==> config.mk <==
export PLATFORM = sky130hd
export DESIGN_NAME = core_irq_router
export DESIGN_NICKNAME = d
export VERILOG_FILES = /design/src/rtl/core_irq_pkg.sv /design/src/rtl/irq_cfg_regs.sv /design/src/rtl/irq_core_slice.sv /design/src/rtl/irq_read_mux.sv /design/src/rtl/core_irq_router.sv
export SDC_FILE = /design/constraint.sdc
export NUM_CORES = 1
export LEC_CHECK = 0
export ABC_AREA = 1
export BUFFER_PORTS_ARGS = -buffer_cell sky130_fd_sc_hd__buf_4
export CORE_UTILIZATION = 51
export DETAILED_ROUTE_END_ITERATION = 7
export GPL_ROUTABILITY_DRIVEN = 0
export GPL_TIMING_DRIVEN = 0
export PLACE_DENSITY_LB_ADDON = 0.05
export REMOVE_ABC_BUFFERS = 1
export SYNTH_ARGS = -nofsm -noshare
export SYNTH_HDL_FRONTEND = slang
export SYNTH_HIERARCHICAL = 1
export SYNTH_SLANG_ARGS = --single-unit
==> constraint.sdc <==
create_clock -name clk -period 2.1 [get_ports clk]
set_input_delay 0.315 -clock clk [delete_from_list [all_inputs] [get_ports clk]]
set_output_delay 0.315 -clock clk [all_outputs]
set_load 0.03 [all_outputs]
==> src/rtl/core_irq_pkg.sv <==
package core_irq_pkg;

    localparam int SRC_PER_GRP = 4;
    localparam int CTL_W       = 2 * SRC_PER_GRP;
    localparam int PEND_W      = 10;

    localparam logic [7:0] OFS_ROUTE   = 8'h0C;
    localparam logic [7:0] OFS_PMU_SET = 8'h10;
    localparam logic [7:0] OFS_PMU_CLR = 8'h14;
    localparam logic [7:0] OFS_TMR     = 8'h40;
    localparam logic [7:0] OFS_MBX     = 8'h50;
    localparam logic [7:0] OFS_IRQP    = 8'h60;
    localparam logic [7:0] OFS_FIQP    = 8'h70;

    localparam int BIT_TMR = 0;
    localparam int BIT_MBX = 4;
    localparam int BIT_EXT = 8;
    localparam int BIT_PMU = 9;

    function automatic logic [7:0] core_ofs(input logic [7:0] base, input int idx);
        return base + 8'(idx * 4);
    endfunction

    // sources enabled for IRQ whose FIQ enable is clear
    function automatic logic [SRC_PER_GRP-1:0] grp_irq(input logic [SRC_PER_GRP-1:0] src,
                                                       input logic [CTL_W-1:0] ctl);
        return src & ctl[SRC_PER_GRP-1:0] & ~ctl[CTL_W-1:SRC_PER_GRP];
    endfunction

    function automatic logic [SRC_PER_GRP-1:0] grp_fiq(input logic [SRC_PER_GRP-1:0] src,
                                                       input logic [CTL_W-1:0] ctl);
        return src & ctl[CTL_W-1:SRC_PER_GRP];
    endfunction

endpackage

==> src/rtl/irq_cfg_regs.sv <==
module irq_cfg_regs
    import core_irq_pkg::*;
#(
    parameter int NUM_CORES = 4,
    parameter int ADDR_W    = 8,
    parameter int DATA_W    = 32,
    localparam int SEL_W    = $clog2(NUM_CORES),
    localparam int RT_W     = 2 * SEL_W + 2
) (
    input  logic                              clk,
    input  logic                              rst_n,
    input  logic                              wr_en,
    input  logic [ADDR_W-1:0]                 addr,
    input  logic [DATA_W-1:0]                 wdata,
    output logic [RT_W-1:0]                   route_q,
    output logic [NUM_CORES-1:0]              pmu_en_q,
    output logic [NUM_CORES-1:0][CTL_W-1:0]   tmr_ctl_q,
    output logic [NUM_CORES-1:0][CTL_W-1:0]   mbx_ctl_q
);

    typedef struct packed {
        logic [RT_W-1:0]                 route;
        logic [NUM_CORES-1:0]            pmu_en;
        logic [NUM_CORES-1:0][CTL_W-1:0] tmr;
        logic [NUM_CORES-1:0][CTL_W-1:0] mbx;
    } cfg_t;

    cfg_t cfg_d, cfg_q;
    logic [ADDR_W-1:0] word;
    logic              unused_bits;

    assign word        = {addr[ADDR_W-1:2], 2'b00};
    assign unused_bits = ^{addr[1:0], wdata[DATA_W-1:CTL_W]};

    always_comb begin
        cfg_d = cfg_q;
        if (wr_en) begin
            if (word == ADDR_W'(OFS_ROUTE)) begin
                cfg_d.route = wdata[RT_W-1:0];
            end
            if (word == ADDR_W'(OFS_PMU_SET)) begin
                cfg_d.pmu_en = cfg_q.pmu_en | wdata[NUM_CORES-1:0];
            end
            if (word == ADDR_W'(OFS_PMU_CLR)) begin
                cfg_d.pmu_en = cfg_q.pmu_en & ~wdata[NUM_CORES-1:0];
            end
            for (int c = 0; c < NUM_CORES; c++) begin
                if (word == ADDR_W'(core_ofs(OFS_TMR, c))) begin
                    cfg_d.tmr[c] = wdata[CTL_W-1:0];
                end
                if (word == ADDR_W'(core_ofs(OFS_MBX, c))) begin
                    cfg_d.mbx[c] = wdata[CTL_W-1:0];
                end
            end
        end
    end

    always_ff @(posedge clk) begin
        if (!rst_n) begin
            cfg_q <= '0;
        end else begin
            cfg_q <= cfg_d;
        end
    end

    assign route_q   = cfg_q.route;
    assign pmu_en_q  = cfg_q.pmu_en;
    assign tmr_ctl_q = cfg_q.tmr;
    assign mbx_ctl_q = cfg_q.mbx;

endmodule

==> src/rtl/irq_core_slice.sv <==
module irq_core_slice
    import core_irq_pkg::*;
#(
    parameter int CORE_IDX = 0,
    parameter int SEL_W    = 2,
    localparam int RT_W    = 2 * SEL_W + 2
) (
    input  logic [SRC_PER_GRP-1:0] tmr_in,
    input  logic [SRC_PER_GRP-1:0] mbx_in,
    input  logic                   ext_in,
    input  logic                   pmu_in,
    input  logic [CTL_W-1:0]       tmr_ctl,
    input  logic [CTL_W-1:0]       mbx_ctl,
    input  logic [RT_W-1:0]        route,
    input  logic                   pmu_en,
    output logic [PEND_W-1:0]      irq_pend,
    output logic [PEND_W-1:0]      fiq_pend,
    output logic                   irq_o,
    output logic                   fiq_o
);

    logic ext_irq_en, ext_fiq_en, irq_here, fiq_here;
    logic ext_irq, ext_fiq;

    assign ext_irq_en = route[2*SEL_W];
    assign ext_fiq_en = route[2*SEL_W+1];
    assign irq_here   = (route[SEL_W-1:0] == SEL_W'(CORE_IDX));
    assign fiq_here   = (route[2*SEL_W-1:SEL_W] == SEL_W'(CORE_IDX));

    // FIQ routing wins: with its enable set, the IRQ path is closed for every core
    assign ext_fiq = ext_in & ext_fiq_en & fiq_here;
    assign ext_irq = ext_in & ext_irq_en & ~ext_fiq_en & irq_here;

    always_comb begin
        irq_pend = '0;
        fiq_pend = '0;
        irq_pend[BIT_TMR +: SRC_PER_GRP] = grp_irq(tmr_in, tmr_ctl);
        fiq_pend[BIT_TMR +: SRC_PER_GRP] = grp_fiq(tmr_in, tmr_ctl);
        irq_pend[BIT_MBX +: SRC_PER_GRP] = grp_irq(mbx_in, mbx_ctl);
        fiq_pend[BIT_MBX +: SRC_PER_GRP] = grp_fiq(mbx_in, mbx_ctl);
        irq_pend[BIT_EXT]                = ext_irq;
        fiq_pend[BIT_EXT]                = ext_fiq;
        irq_pend[BIT_PMU]                = pmu_in & pmu_en;
    end

    assign irq_o = |irq_pend;
    assign fiq_o = |fiq_pend;

endmodule

==> src/rtl/irq_read_mux.sv <==
module irq_read_mux
    import core_irq_pkg::*;
#(
    parameter int NUM_CORES = 4,
    parameter int ADDR_W    = 8,
    parameter int DATA_W    = 32,
    localparam int SEL_W    = $clog2(NUM_CORES),
    localparam int RT_W     = 2 * SEL_W + 2
) (
    input  logic [ADDR_W-1:0]                addr,
    input  logic [RT_W-1:0]                  route,
    input  logic [NUM_CORES-1:0]             pmu_en,
    input  logic [NUM_CORES-1:0][CTL_W-1:0]  tmr_ctl,
    input  logic [NUM_CORES-1:0][CTL_W-1:0]  mbx_ctl,
    input  logic [NUM_CORES-1:0][PEND_W-1:0] irq_pend,
    input  logic [NUM_CORES-1:0][PEND_W-1:0] fiq_pend,
    output logic [DATA_W-1:0]                rdata
);

    logic [ADDR_W-1:0] word;
    logic              unused_lo;

    assign word      = {addr[ADDR_W-1:2], 2'b00};
    assign unused_lo = ^addr[1:0];

    always_comb begin
        rdata = '0;
        if (word == ADDR_W'(OFS_ROUTE)) begin
            rdata[RT_W-1:0] = route;
        end
        if (word == ADDR_W'(OFS_PMU_SET) || word == ADDR_W'(OFS_PMU_CLR)) begin
            rdata[NUM_CORES-1:0] = pmu_en;
        end
        for (int c = 0; c < NUM_CORES; c++) begin
            if (word == ADDR_W'(core_ofs(OFS_TMR, c)))  rdata[CTL_W-1:0]  = tmr_ctl[c];
            if (word == ADDR_W'(core_ofs(OFS_MBX, c)))  rdata[CTL_W-1:0]  = mbx_ctl[c];
            if (word == ADDR_W'(core_ofs(OFS_IRQP, c))) rdata[PEND_W-1:0] = irq_pend[c];
            if (word == ADDR_W'(core_ofs(OFS_FIQP, c))) rdata[PEND_W-1:0] = fiq_pend[c];
        end
    end

endmodule

==> src/rtl/core_irq_router.sv <==
module core_irq_router
    import core_irq_pkg::*;
#(
    parameter int NUM_CORES = 4,
    parameter int ADDR_W    = 8,
    parameter int DATA_W    = 32,
    localparam int SEL_W    = $clog2(NUM_CORES),
    localparam int RT_W     = 2 * SEL_W + 2,
    localparam int GRP_W    = NUM_CORES * SRC_PER_GRP
) (
    input  logic                 clk,
    input  logic                 rst_n,
    input  logic                 reg_wr_en,
    input  logic [ADDR_W-1:0]    reg_addr,
    input  logic [DATA_W-1:0]    reg_wdata,
    output logic [DATA_W-1:0]    reg_rdata,
    input  logic [GRP_W-1:0]     timer_irq_i,
    input  logic [GRP_W-1:0]     mbox_irq_i,
    input  logic                 ext_irq_i,
    input  logic [NUM_CORES-1:0] pmu_irq_i,
    output logic [NUM_CORES-1:0] core_irq_o,
    output logic [NUM_CORES-1:0] core_fiq_o
);

    logic [RT_W-1:0]                  route_q;
    logic [NUM_CORES-1:0]             pmu_en_q;
    logic [NUM_CORES-1:0][CTL_W-1:0]  tmr_ctl_q;
    logic [NUM_CORES-1:0][CTL_W-1:0]  mbx_ctl_q;
    logic [NUM_CORES-1:0][PEND_W-1:0] irq_pend_all;
    logic [NUM_CORES-1:0][PEND_W-1:0] fiq_pend_all;

    irq_cfg_regs #(
        .NUM_CORES (NUM_CORES),
        .ADDR_W    (ADDR_W),
        .DATA_W    (DATA_W)
    ) u_regs (
        .clk       (clk),
        .rst_n     (rst_n),
        .wr_en     (reg_wr_en),
        .addr      (reg_addr),
        .wdata     (reg_wdata),
        .route_q   (route_q),
        .pmu_en_q  (pmu_en_q),
        .tmr_ctl_q (tmr_ctl_q),
        .mbx_ctl_q (mbx_ctl_q)
    );

    for (genvar c = 0; c < NUM_CORES; c++) begin : g_core
        irq_core_slice #(
            .CORE_IDX (c),
            .SEL_W    (SEL_W)
        ) u_slice (
            .tmr_in   (timer_irq_i[c*SRC_PER_GRP +: SRC_PER_GRP]),
            .mbx_in   (mbox_irq_i[c*SRC_PER_GRP +: SRC_PER_GRP]),
            .ext_in   (ext_irq_i),
            .pmu_in   (pmu_irq_i[c]),
            .tmr_ctl  (tmr_ctl_q[c]),
            .mbx_ctl  (mbx_ctl_q[c]),
            .route    (route_q),
            .pmu_en   (pmu_en_q[c]),
            .irq_pend (irq_pend_all[c]),
            .fiq_pend (fiq_pend_all[c]),
            .irq_o    (core_irq_o[c]),
            .fiq_o    (core_fiq_o[c])
        );
    end

    irq_read_mux #(
        .NUM_CORES (NUM_CORES),
        .ADDR_W    (ADDR_W),
        .DATA_W    (DATA_W)
    ) u_rmux (
        .addr     (reg_addr),
        .route    (route_q),
        .pmu_en   (pmu_en_q),
        .tmr_ctl  (tmr_ctl_q),
        .mbx_ctl  (mbx_ctl_q),
        .irq_pend (irq_pend_all),
        .fiq_pend (fiq_pend_all),
        .rdata    (reg_rdata)
    );

endmodule

==> metrics, run 1 <==
outcome=finished, violations left; failing checks=setup timing; critical path arrival=2.16 ns; post-route worst setup slack=-0.371 ns; Peak VDD IR=0.458 mV; mean area per synthesized cell=5.90 µm²; DRT iter0 DRCs=752; Num CTS Buffers=9; Critical Path RT=1.78 ns; Rows=38; CP max FO=4; die span in x=110 µm; max cap viols=0; Worst Hold Path EP=u_regs/mbx_ctl_q[22]$_SDFFE_PN0P_; WS Path Type=reg -> out; Final Non-Filler Cells=1252; Root Driver=clkbuf_16; detailed placement HPWL=approximately 14000 µm; Tcrit/Tclk final=118%; complex-gate fraction of the synthesized area=6.13%; Worst Max-Slew Pin Slew=roughly 0.74 ns; final WL=20200 µm; post-synthesis mux area share=0%; Worst-Skew Late Latency=0.34 ns; grt ovf=0; yosys warns=6; Net Switching=989 µW; most frequent cells in the layout=nand2_1, nor2_1, inv_1; layout cell share with drive strength beyond 1=approximately 29%; GRT Util Overall=33.0%; startpoint types=flop; Worst Hold Class=in -> reg; initial core utilization=53.5%; grt met1 use=43.9%; die area=about 12000 µm²; synthesis-to-finish area growth=28.5%; Die H=110 µm; leakage=3.97 nW; Post-Synth Adder-Cell Area=0%; TritonCTS clock tree=yes; setup TNS=-2.50 ns; CTS sink cnt=between 70 and 80; # fillers=around 1.0k; met2 usage=51.7%; Port Buffers=71; Setup crit end kind=primary output; flop2flop setup slack=1.28 ns; Top Usage Layer GRT=met2; total power=3.54 mW; H-tree lvl count=3; Seq pwr share=40.1%; Simple-Gate Fraction of Synth Area=51.8%; RSZ-0062 raised after global routing=true; FF-to-FF End=u_regs/route_q[1]$_SDFFE_PN0P_; largest net degree at the start of global routing=75; Achievable Freq=about 400 MHz; Synth Register Bits=74; Post-Syn Instances=999; nets=1187; final antenna-violating net count=0; distinct cell type count after synthesis=34; internal power=2.55 mW; XOR/XNOR Fraction of Synth Area=0%; clk slew on worst S/H paths=0.06 ns; Hold Fails Final Rpt=0; Min Clock Period, post-route=2.47 ns; met3 Use GR=under 10%; clock power share=44.1%; Ant. Diodes=0; drt via density=around 5.4; commonest non-fill, non-tap cell in the layout=nand2_1; Final Slew Violations=0; final number of setup-violating endpoints=10; Switching Fraction=28.0%; initial antenna violation count=0; # hold bufs at CTS=0; largest family of logic cells by synthesized area=simple AND/OR/NAND/NOR gates; Reg2Reg Depth=3; hold path cells=3; Mapped Area=5900 µm²; Core Region=between 10000 and 15000 µm²; drt first pass iters=8; first-pass GRT wire length=29100 µm; I/O pin count=120; DRC=0; hold path startpoint=reg_wdata[6]; maximum root-to-sink buffer count=2; drt wl/cell=between 15 and 20 µm; vias in the first global route=5635; Setup Skew=0 ns; placed insts=around 1.2k; reg-to-reg startpoint=u_regs/route_q[1]$_SDFFE_PN0P_; sequential area share after synthesis=25.1%; PwrDens=467 nW/µm²; Slew HR=50.2%; via count=6718; Logic pwr share=15.8%
## worst max-delay path: stages (launching register included)
cell	delay, ns
dfxtp_4	0.36
nand2_1	0.10
inv_1	0.07
nor3b_1	0.15
nor2_2	0.17
nand3_1	0.09
nor2_1	0.11
nand3_1	0.12
nor2_1	0.12
nand3_1	0.14
nand2_1	0.11
nand4_1	0.10
buf_6	0.16
## how the worst max path moves through the flow
stage	cells past startpoint	end	from
after global placement	16	reg_rdata[7]	reg_addr[6]
after CTS	14	reg_rdata[7]	reg_addr[6]
after floorplan	10	reg_rdata[7]	reg_addr[6]
final	12	reg_rdata[6]	u_regs/mbx_ctl_q[6]$_SDFFE_PN0P_
after global routing	12	reg_rdata[6]	u_regs/mbx_ctl_q[6]$_SDFFE_PN0P_
after detailed placement	16	reg_rdata[7]	reg_addr[6]
## Yosys cell counts
master / count / share of area (%)
nand2_1: 255 / 16
nor2_1: 168 / 11
inv_1: 149 / 9.5
dfxtp_1: 74 / 25
nand3_1: 68 / 5.8
nand4_1: 46 / 4.9
buf_4: 34 / 4.3
o21ai_0: 30 / 2.5
nor2_2: 24 / 2.5
a21oi_1: 23 / 2.0
inv_2: 23 / 1.5
nand3_2: 22 / 3.7
clkbuf_1: 11 / 0.70
nor2_4: 11 / 2.1
a21boi_0: 8 / 1.0
or2_2: 8 / 0.85
nand2_2: 7 / 0.74
or2_0: 6 / 0.64
conb_1: 5 / 0.32
nor3_2: 4 / 0.68
buf_2: 3 / 0.25
nand3b_1: 3 / 0.38
nor2_8: 3 / 1.0
nand3_4: 2 / 0.59
nor3_4: 2 / 0.55
nor3b_1: 2 / 0.25
a221o_1: 1 / 0.17
a221oi_2: 1 / 0.25
buf_1: 1 / 0.064
buf_6: 1 / 0.19
inv_4: 1 / 0.11
nand2_4: 1 / 0.19
o21ai_1: 1 / 0.085
o22ai_1: 1 / 0.11
## cell families (layout without fill, tap and decap cells)
kind of cell,after synthesis,after routing
other,5,26
AO/OA/AOI/OAI,65,65
flip-flops,74,74
buffers and inverters,223,315
AND/OR/NAND/NOR,632,632
## state kept, by name, summed over array words and instances (netlist names), named ones only
name / count
u_regs/mbx_ctl_q: 32
u_regs/route_q: 6
u_regs/tmr_ctl_q: 32
## timing repair
item,in CTS,in global routing
gates resized for setup,81,68
hold endpoints to repair,0,0
gates cloned,0,0
setup endpoints to repair,10,10
pin swaps,39,59
setup buffers,24,31
## metal layers
layer / vias up / part of all wire [%]
met2: 371 / 46
met3: 64 / 9.2
met5: - / 0
met4: 0 / 3.8
met1: 3024 / 42
li1: 3259 / -
## metrics by stage
| step | setup slack (ns) | area (µm²) | util (%) | hold slack, ns |
|---|---|---|---|---|
| detailed placement | -0.503 | 6360 | 57.6 | 0.486 |
| global placement | -0.538 | 6360 | 57.6 | 0.481 |
| floorplan | 0.142 | 5650 | - | 0.435 |
| global route | -0.462 | 7580 | 68.7 | 0.331 |
| finish | -0.371 | 7580 | 68.7 | 0.340 |
| CTS | -0.269 | 7100 | 64.4 | 0.329 |
## power by group through the flow
stage	Combinational (mW)	Sequential, mW	Clock (mW)
6_report	0.558	1.42	1.56
5_1_grt	0.590	1.42	1.64
4_1_cts	0.500	1.42	1.59
3_5_place_dp	0.450	1.46	0
3_3_place_gp	0.450	1.46	0
2_1_floorplan	0.230	1.45	0
## area by class of cell
type	count	area, µm²	share of cell area [%]
clock buffers	11	243	3.20
flip-flops and latches	74	1520	20.0
inverters	173	682	9.00
repair buffers	126	1110	14.7
well taps	140	175	2.31
clock inverters	5	53.8	0.710
multi-input cells	723	3790	50.1
No activity file was read; power rests on OpenSTA's default activity.
==> run 2, diff against run 1 <==
--- a/config.mk
+++ b/config.mk
@@ -5,13 +5,13 @@
 export SDC_FILE = /design/constraint.sdc
 export NUM_CORES = 1
 export LEC_CHECK = 0
-export ABC_AREA = 1
 export BUFFER_PORTS_ARGS = -buffer_cell sky130_fd_sc_hd__buf_4
 export CORE_UTILIZATION = 51
 export DETAILED_ROUTE_END_ITERATION = 7
 export GPL_ROUTABILITY_DRIVEN = 0
 export GPL_TIMING_DRIVEN = 0
 export PLACE_DENSITY_LB_ADDON = 0.05
+export RECOVER_POWER = 100
 export REMOVE_ABC_BUFFERS = 1
 export SYNTH_ARGS = -nofsm -noshare
 export SYNTH_HDL_FRONTEND = slang
==> metrics, run 2 <==
outcome=finished, violations left; failing checks=setup timing; sequential area share after synthesis=26.1%; CTS sink cnt=74; hold path startpoint=reg_wdata[5]; reg-to-reg startpoint=u_regs/route_q[5]$_SDFFE_PN0P_; met2 usage=between 50% and 60%; post-route cell area=approximately 7200 µm²; Final Slew Violations=0; first-pass GRT wire length=31200 µm; critical path arrival=between 2 and 3 ns; I/O pin count=120; RSZ-0062 raised after global routing=true; Final Hold Slack=0.225 ns; final antenna-violating net count=0; Port Buffers=71; met3 Use GR=7.81%; die span in x=between 100 and 150 µm; Yosys top cell area share=26.1%; H-tree lvl count=3; Core Region=10800 µm²; Worst Hold Path EP=u_regs/route_q[5]$_SDFFE_PN0P_; Mapped Area=around 5700 µm²; flop2flop setup slack=0.85 ns; Worst Hold Class=in -> reg; WS Path Type=reg -> out; nets=around 870; post-route worst setup slack=-0.834 ns; Critical Path RT=~1.8 ns; synthesis-to-finish area growth=25.9%; maximum root-to-sink buffer count=2; synth top area cells=dfxtp_1, mux2i_1, nand2_1; via count=between 6k and 7k; CP max stage delay=approximately 0.52 ns; Crit. Startpoint=u_regs/tmr_ctl_q[4]$_SDFFE_PN0P_; Post-synth EDFFs=0; Num CTS Buffers=9; hold path cells=3; initial core utilization=52.5%; Top Usage Layer GRT=met2; Setup crit end kind=primary output; Worst-Skew Late Latency=roughly 0.38 ns; drt via density=around 6.5; Synth top cells by count=nand2_1, mux2i_1, dfxtp_1; Die H=about 110 µm; worst slack at placement=-1.15 ns; Worst Max-Slew Pin Slew=1.11 ns; # hold bufs at CTS=0; cell taking the most area after synthesis=dfxtp_1; PwrDens=481 nW/µm²; Slew HR=26.0%; dpl cell area=6050 µm²; vias in the first global route=5629; Achievable Freq=341 MHz; initial antenna violation count=0; Min Clock Period, post-route=2.93 ns; grt ovf=0; crit path cell chain=and3b_2 > mux4_2 > nor2_1 > a21oi_1 > a222oi_1 > a221oi_2 > a211o_1 > buf_6; commonest non-fill, non-tap cell in the layout=nand2_1; Most used DFF post-synth=dfxtp_1; Rows=38; DRT iter0 DRCs=between 800 and 900; Hold Fails Final Rpt=0; TritonCTS clock tree=yes; most frequent cells in the layout=nand2_1, buf_4, mux2i_1; CP max FO=4; drt first pass iters=8; clk slew on worst S/H paths=around 0.080 ns; Synth Register Bits=74; Setup Skew=0 ns; layout cell share with drive strength beyond 1=32.4%; Root Driver=clkbuf_8; largest net degree at the start of global routing=83; final number of setup-violating endpoints=25; setup TNS=-5.55 ns; total power=roughly 3.4 mW; startpoint types=flop; leakage=3.21 nW; FF-to-FF End=u_regs/route_q[5]$_SDFFE_PN0P_; Slowest-stage cell, CP=a222oi_1; Post-Syn Instances=703; Ant. Diodes=0; fraction of registers with async set or reset after synthesis=0%; DRC=0; detailed placement HPWL=13500 µm; distinct cell type count after synthesis=79; Tcrit/Tclk final=140%; drt wl/cell=22.7 µm; top-count cell post-synth=nand2_1; yosys warns=6; final WL=21200 µm; die area=11600 µm²; grt met1 use=a little under half; GRT Util Overall=a little over a third; Reg2Reg Depth=4; Peak VDD IR=about 0.31 mV; mean area per synthesized cell=8.09 µm²; max cap viols=0
## run 2: cell count changes after synthesis, sizes merged, moves of 43 or more
cell   before  now
inv       173   16
nand2     263  111
nand3      92   19
mux2i       0   76
nand4      46    3
nor2      206   38
## run 2: kinds of logic after synthesis
group / Yosys count / share of synthesized area, %
simple gates: 307 / 30.8
compound gates: 147 / 18.6
buf+inv: 87 / 8.58
mux: 83 / 15.6
flops: 74 / 26.1
other cells: 5 / 0.330
## run 2: layer usage
layer | vias to the layer above | wire length [µm]
met2 | 447 | 9450
met5 | - | 0
li1 | 2691 | -
met3 | 98 | 2470
met4 | 0 | 1020
met1 | 2819 | 8260
## run 2: worst max-delay path by stage
stage,endpoint,slack [ns],depth (start not counted)
6_report,reg_rdata[0],-0.83,8
2_1_floorplan,reg_rdata[1],-0.15,6
3_5_place_dp,reg_rdata[0],-1.15,7
3_3_place_gp,reg_rdata[0],-1.18,7
5_1_grt,reg_rdata[0],-0.84,8
4_1_cts,reg_rdata[0],-0.74,8
## run 2: stage by stage
stage | std cells | util, %
floorplan | 653 | -
global placement | 864 | 55.8
detailed placement | 864 | 55.8
CTS | 913 | 63.6
global route | 932 | 66.0
finish | 932 | 66.0
## run 2: critical path: cells and delay by family (launching register included)
| family | cells | cell delay (ns) |
|---|---|---|
| buffers and inverters | 1 | 0.14 |
| muxes | 1 | 0.46 |
| AOI/OAI and AO/OA | 4 | 0.98 |
| DFF | 1 | 0.35 |
| and+or+nand+nor | 2 | 0.31 |
## run 2: report_power, final
group	switching, mW	internal (mW)	leakage (nW)	total, mW
sequential	0.00663	1.40	0.614	1.40
combinational	0.403	0.241	2.47	0.643
clock	0.606	0.789	0.123	1.40
## run 2: cell type report
cell class,count,area (µm²)
clock buffers,9,124
clock inverters,7,118
fillers,946,3680
inverters,16,63.8
multi-input cells,564,4030
flip-flops and latches,74,1540
well taps,140,175
repair buffers,121,1100
repair inverters,1,5.00
## run 2: repair_timing
| item | 4_1_cts | 5_1_grt |
|---|---|---|
| setup buffers | 32 | 15 |
| cloned | 1 | 4 |
| endpoints found under the setup margin | 17 | 16 |
| pin swaps | 36 | 21 |
| resized for setup | 108 | 29 |
==> run 3, diff against run 2 <==
--- a/config.mk
+++ b/config.mk
@@ -5,6 +5,7 @@
 export SDC_FILE = /design/constraint.sdc
 export NUM_CORES = 1
 export LEC_CHECK = 0
+export ABC_AREA = 1
 export BUFFER_PORTS_ARGS = -buffer_cell sky130_fd_sc_hd__buf_4
 export CORE_UTILIZATION = 51
 export DETAILED_ROUTE_END_ITERATION = 7
==> metrics, run 3 (same netlist as run 1, synthesis figures left out) <==
max cap viols=0; Seq pwr share=40.2%; Net Switching=approximately 980 µW; outcome=finished, violations left; hold path cells=4; Slew HR=45.4%; CP max FO=2; reg-to-reg startpoint=u_regs/route_q[1]$_SDFFE_PN0P_; met3 Use GR=5.99%; die span in x=110 µm; post-route worst setup slack=-0.360 ns; Tcrit/Tclk final=117%; Top Usage Layer GRT=met2; drt via density=5.40; Setup Skew=0 ns; clock power share=between 40% and 50%; maximum root-to-sink buffer count=2; initial core utilization=a little over half; CTS sink cnt=74; Worst Hold Class=in -> reg; commonest non-fill, non-tap cell in the layout=nand2_1; DRC=0; detailed placement HPWL=13700 µm; total power=3.53 mW; Worst Max-Slew Pin Slew=0.818 ns; Min Clock Period, post-route=2.46 ns; Num CTS Buffers=9; Rows=38; hold path startpoint=reg_wr_en; clk slew on worst S/H paths=about 0.060 ns; Setup crit end kind=primary output; Peak VDD IR=roughly 0.46 mV; final WL=20200 µm; leakage=3.96 nW; first-pass GRT wire length=a little under 30000 µm; dpl cell area=6360 µm²; Hold Fails Final Rpt=0; largest net degree at the start of global routing=75; most frequent cells in the layout=nand2_1, nor2_1, inv_1; flop2flop setup slack=1.26 ns; die area=12000 µm²; TritonCTS clock tree=yes; grt ovf=0; via count=between 6k and 7k; PwrDens=470 nW/µm²; vias in the first global route=around 5.6k; H-tree lvl count=3; Root Driver=clkbuf_16; Port Buffers=71; GRT Util Overall=between 30% and 40%; Achievable Freq=406 MHz; nets=1187; Final Slew Violations=0; setup TNS=-2.53 ns; I/O pin count=120; Die H=~110 µm; WS Path Type=reg -> out; Reg2Reg Depth=3; initial antenna violation count=0; synthesis-to-finish area growth=27.2%; Critical Path RT=roughly 1.8 ns; failing checks=setup timing; worst slack at placement=-0.503 ns; met2 usage=51.7%; RSZ-0062 raised after global routing=true; internal power=2.54 mW; Core Region=11000 µm²; Logic pwr share=15.6%; # hold bufs at CTS=0; final number of setup-violating endpoints=10; layout cell share with drive strength beyond 1=27.2%; Ant. Diodes=0; post-route cell area=7500 µm²; drt first pass iters=6; startpoint types=flop; drt wl/cell=16.2 µm; grt met1 use=a little over two fifths; DRT iter0 DRCs=696; FF-to-FF End=u_regs/route_q[1]$_SDFFE_PN0P_; Switching Fraction=27.9%; Worst-Skew Late Latency=0.34 ns; critical path arrival=around 2.2 ns; final antenna-violating net count=0
==> run 3: power groups by stage <==
| stage | Combinational, mW | Clock, mW | Sequential, mW |
|---|---|---|---|
| floorplan | 0.230 | 0 | 1.45 |
| global placement | 0.450 | 0 | 1.46 |
| detailed placement | 0.450 | 0 | 1.46 |
| CTS | 0.500 | 1.59 | 1.42 |
| global route | 0.582 | 1.64 | 1.42 |
| finish | 0.550 | 1.56 | 1.42 |
==> run 3: how the worst max path moves through the flow <==
stage,endpoint,depth (start not counted),startpoint,slack [ns]
floorplan,reg_rdata[7],10,reg_addr[6],0.14
detailed placement,reg_rdata[7],16,reg_addr[6],-0.50
finish,reg_rdata[1],11,u_regs/route_q[1]$_SDFFE_PN0P_,-0.36
global route,reg_rdata[6],12,u_regs/mbx_ctl_q[6]$_SDFFE_PN0P_,-0.46
global placement,reg_rdata[7],16,reg_addr[6],-0.54
CTS,reg_rdata[7],14,reg_addr[6],-0.27
==> run 3: layer usage <==
layer	routed length [µm]	up-vias	share of wire (%)
li1	-	3247	-
met1	8440	3089	42
met2	9170	364	45
met3	1840	65	9.1
met4	775	0	3.8
met5	0	-	0
==> run 3: what timing repair did <==
action / CTS / global route
setup buffers: 24 / 31
resized for setup: 81 / 68
pin swaps: 39 / 59
endpoints found under the setup margin: 10 / 10
==> run 3: area by class of cell <==
class                           instances  area, µm²
Multi-Input combinational cell        723       3730
Fill cell                            1032       3530
Sequential cell                        74       1520
Timing Repair Buffer                  126       1100
Inverter                              173        682
Clock buffer                           11        243
Tap cell                              140        175
Clock inverter                          5       53.8
==> run 3: through the flow <==
step | utilization, % | cells | hold WS (ns)
5_1_grt | 68.0 | 1252 | 0.331
2_1_floorplan | - | 970 | 0.435
4_1_cts | 64.4 | 1221 | 0.329
3_3_place_gp | 57.6 | 1181 | 0.481
6_report | 68.0 | 1252 | 0.333
3_5_place_dp | 57.6 | 1181 | 0.486
==> run 3: worst max-delay path, cell delays in order, from the launching register on <==
cell and delay [ns]:
dfxtp_4 0.34, nand4_1 0.11, nand3_1 0.12, nor2_1 0.12, nand4_1 0.13, nand2_1 0.12, nand3_1 0.08, nand2_1 0.09
nand4_1 0.21, nor2_1 0.15, nand4_1 0.15, buf_6 0.18
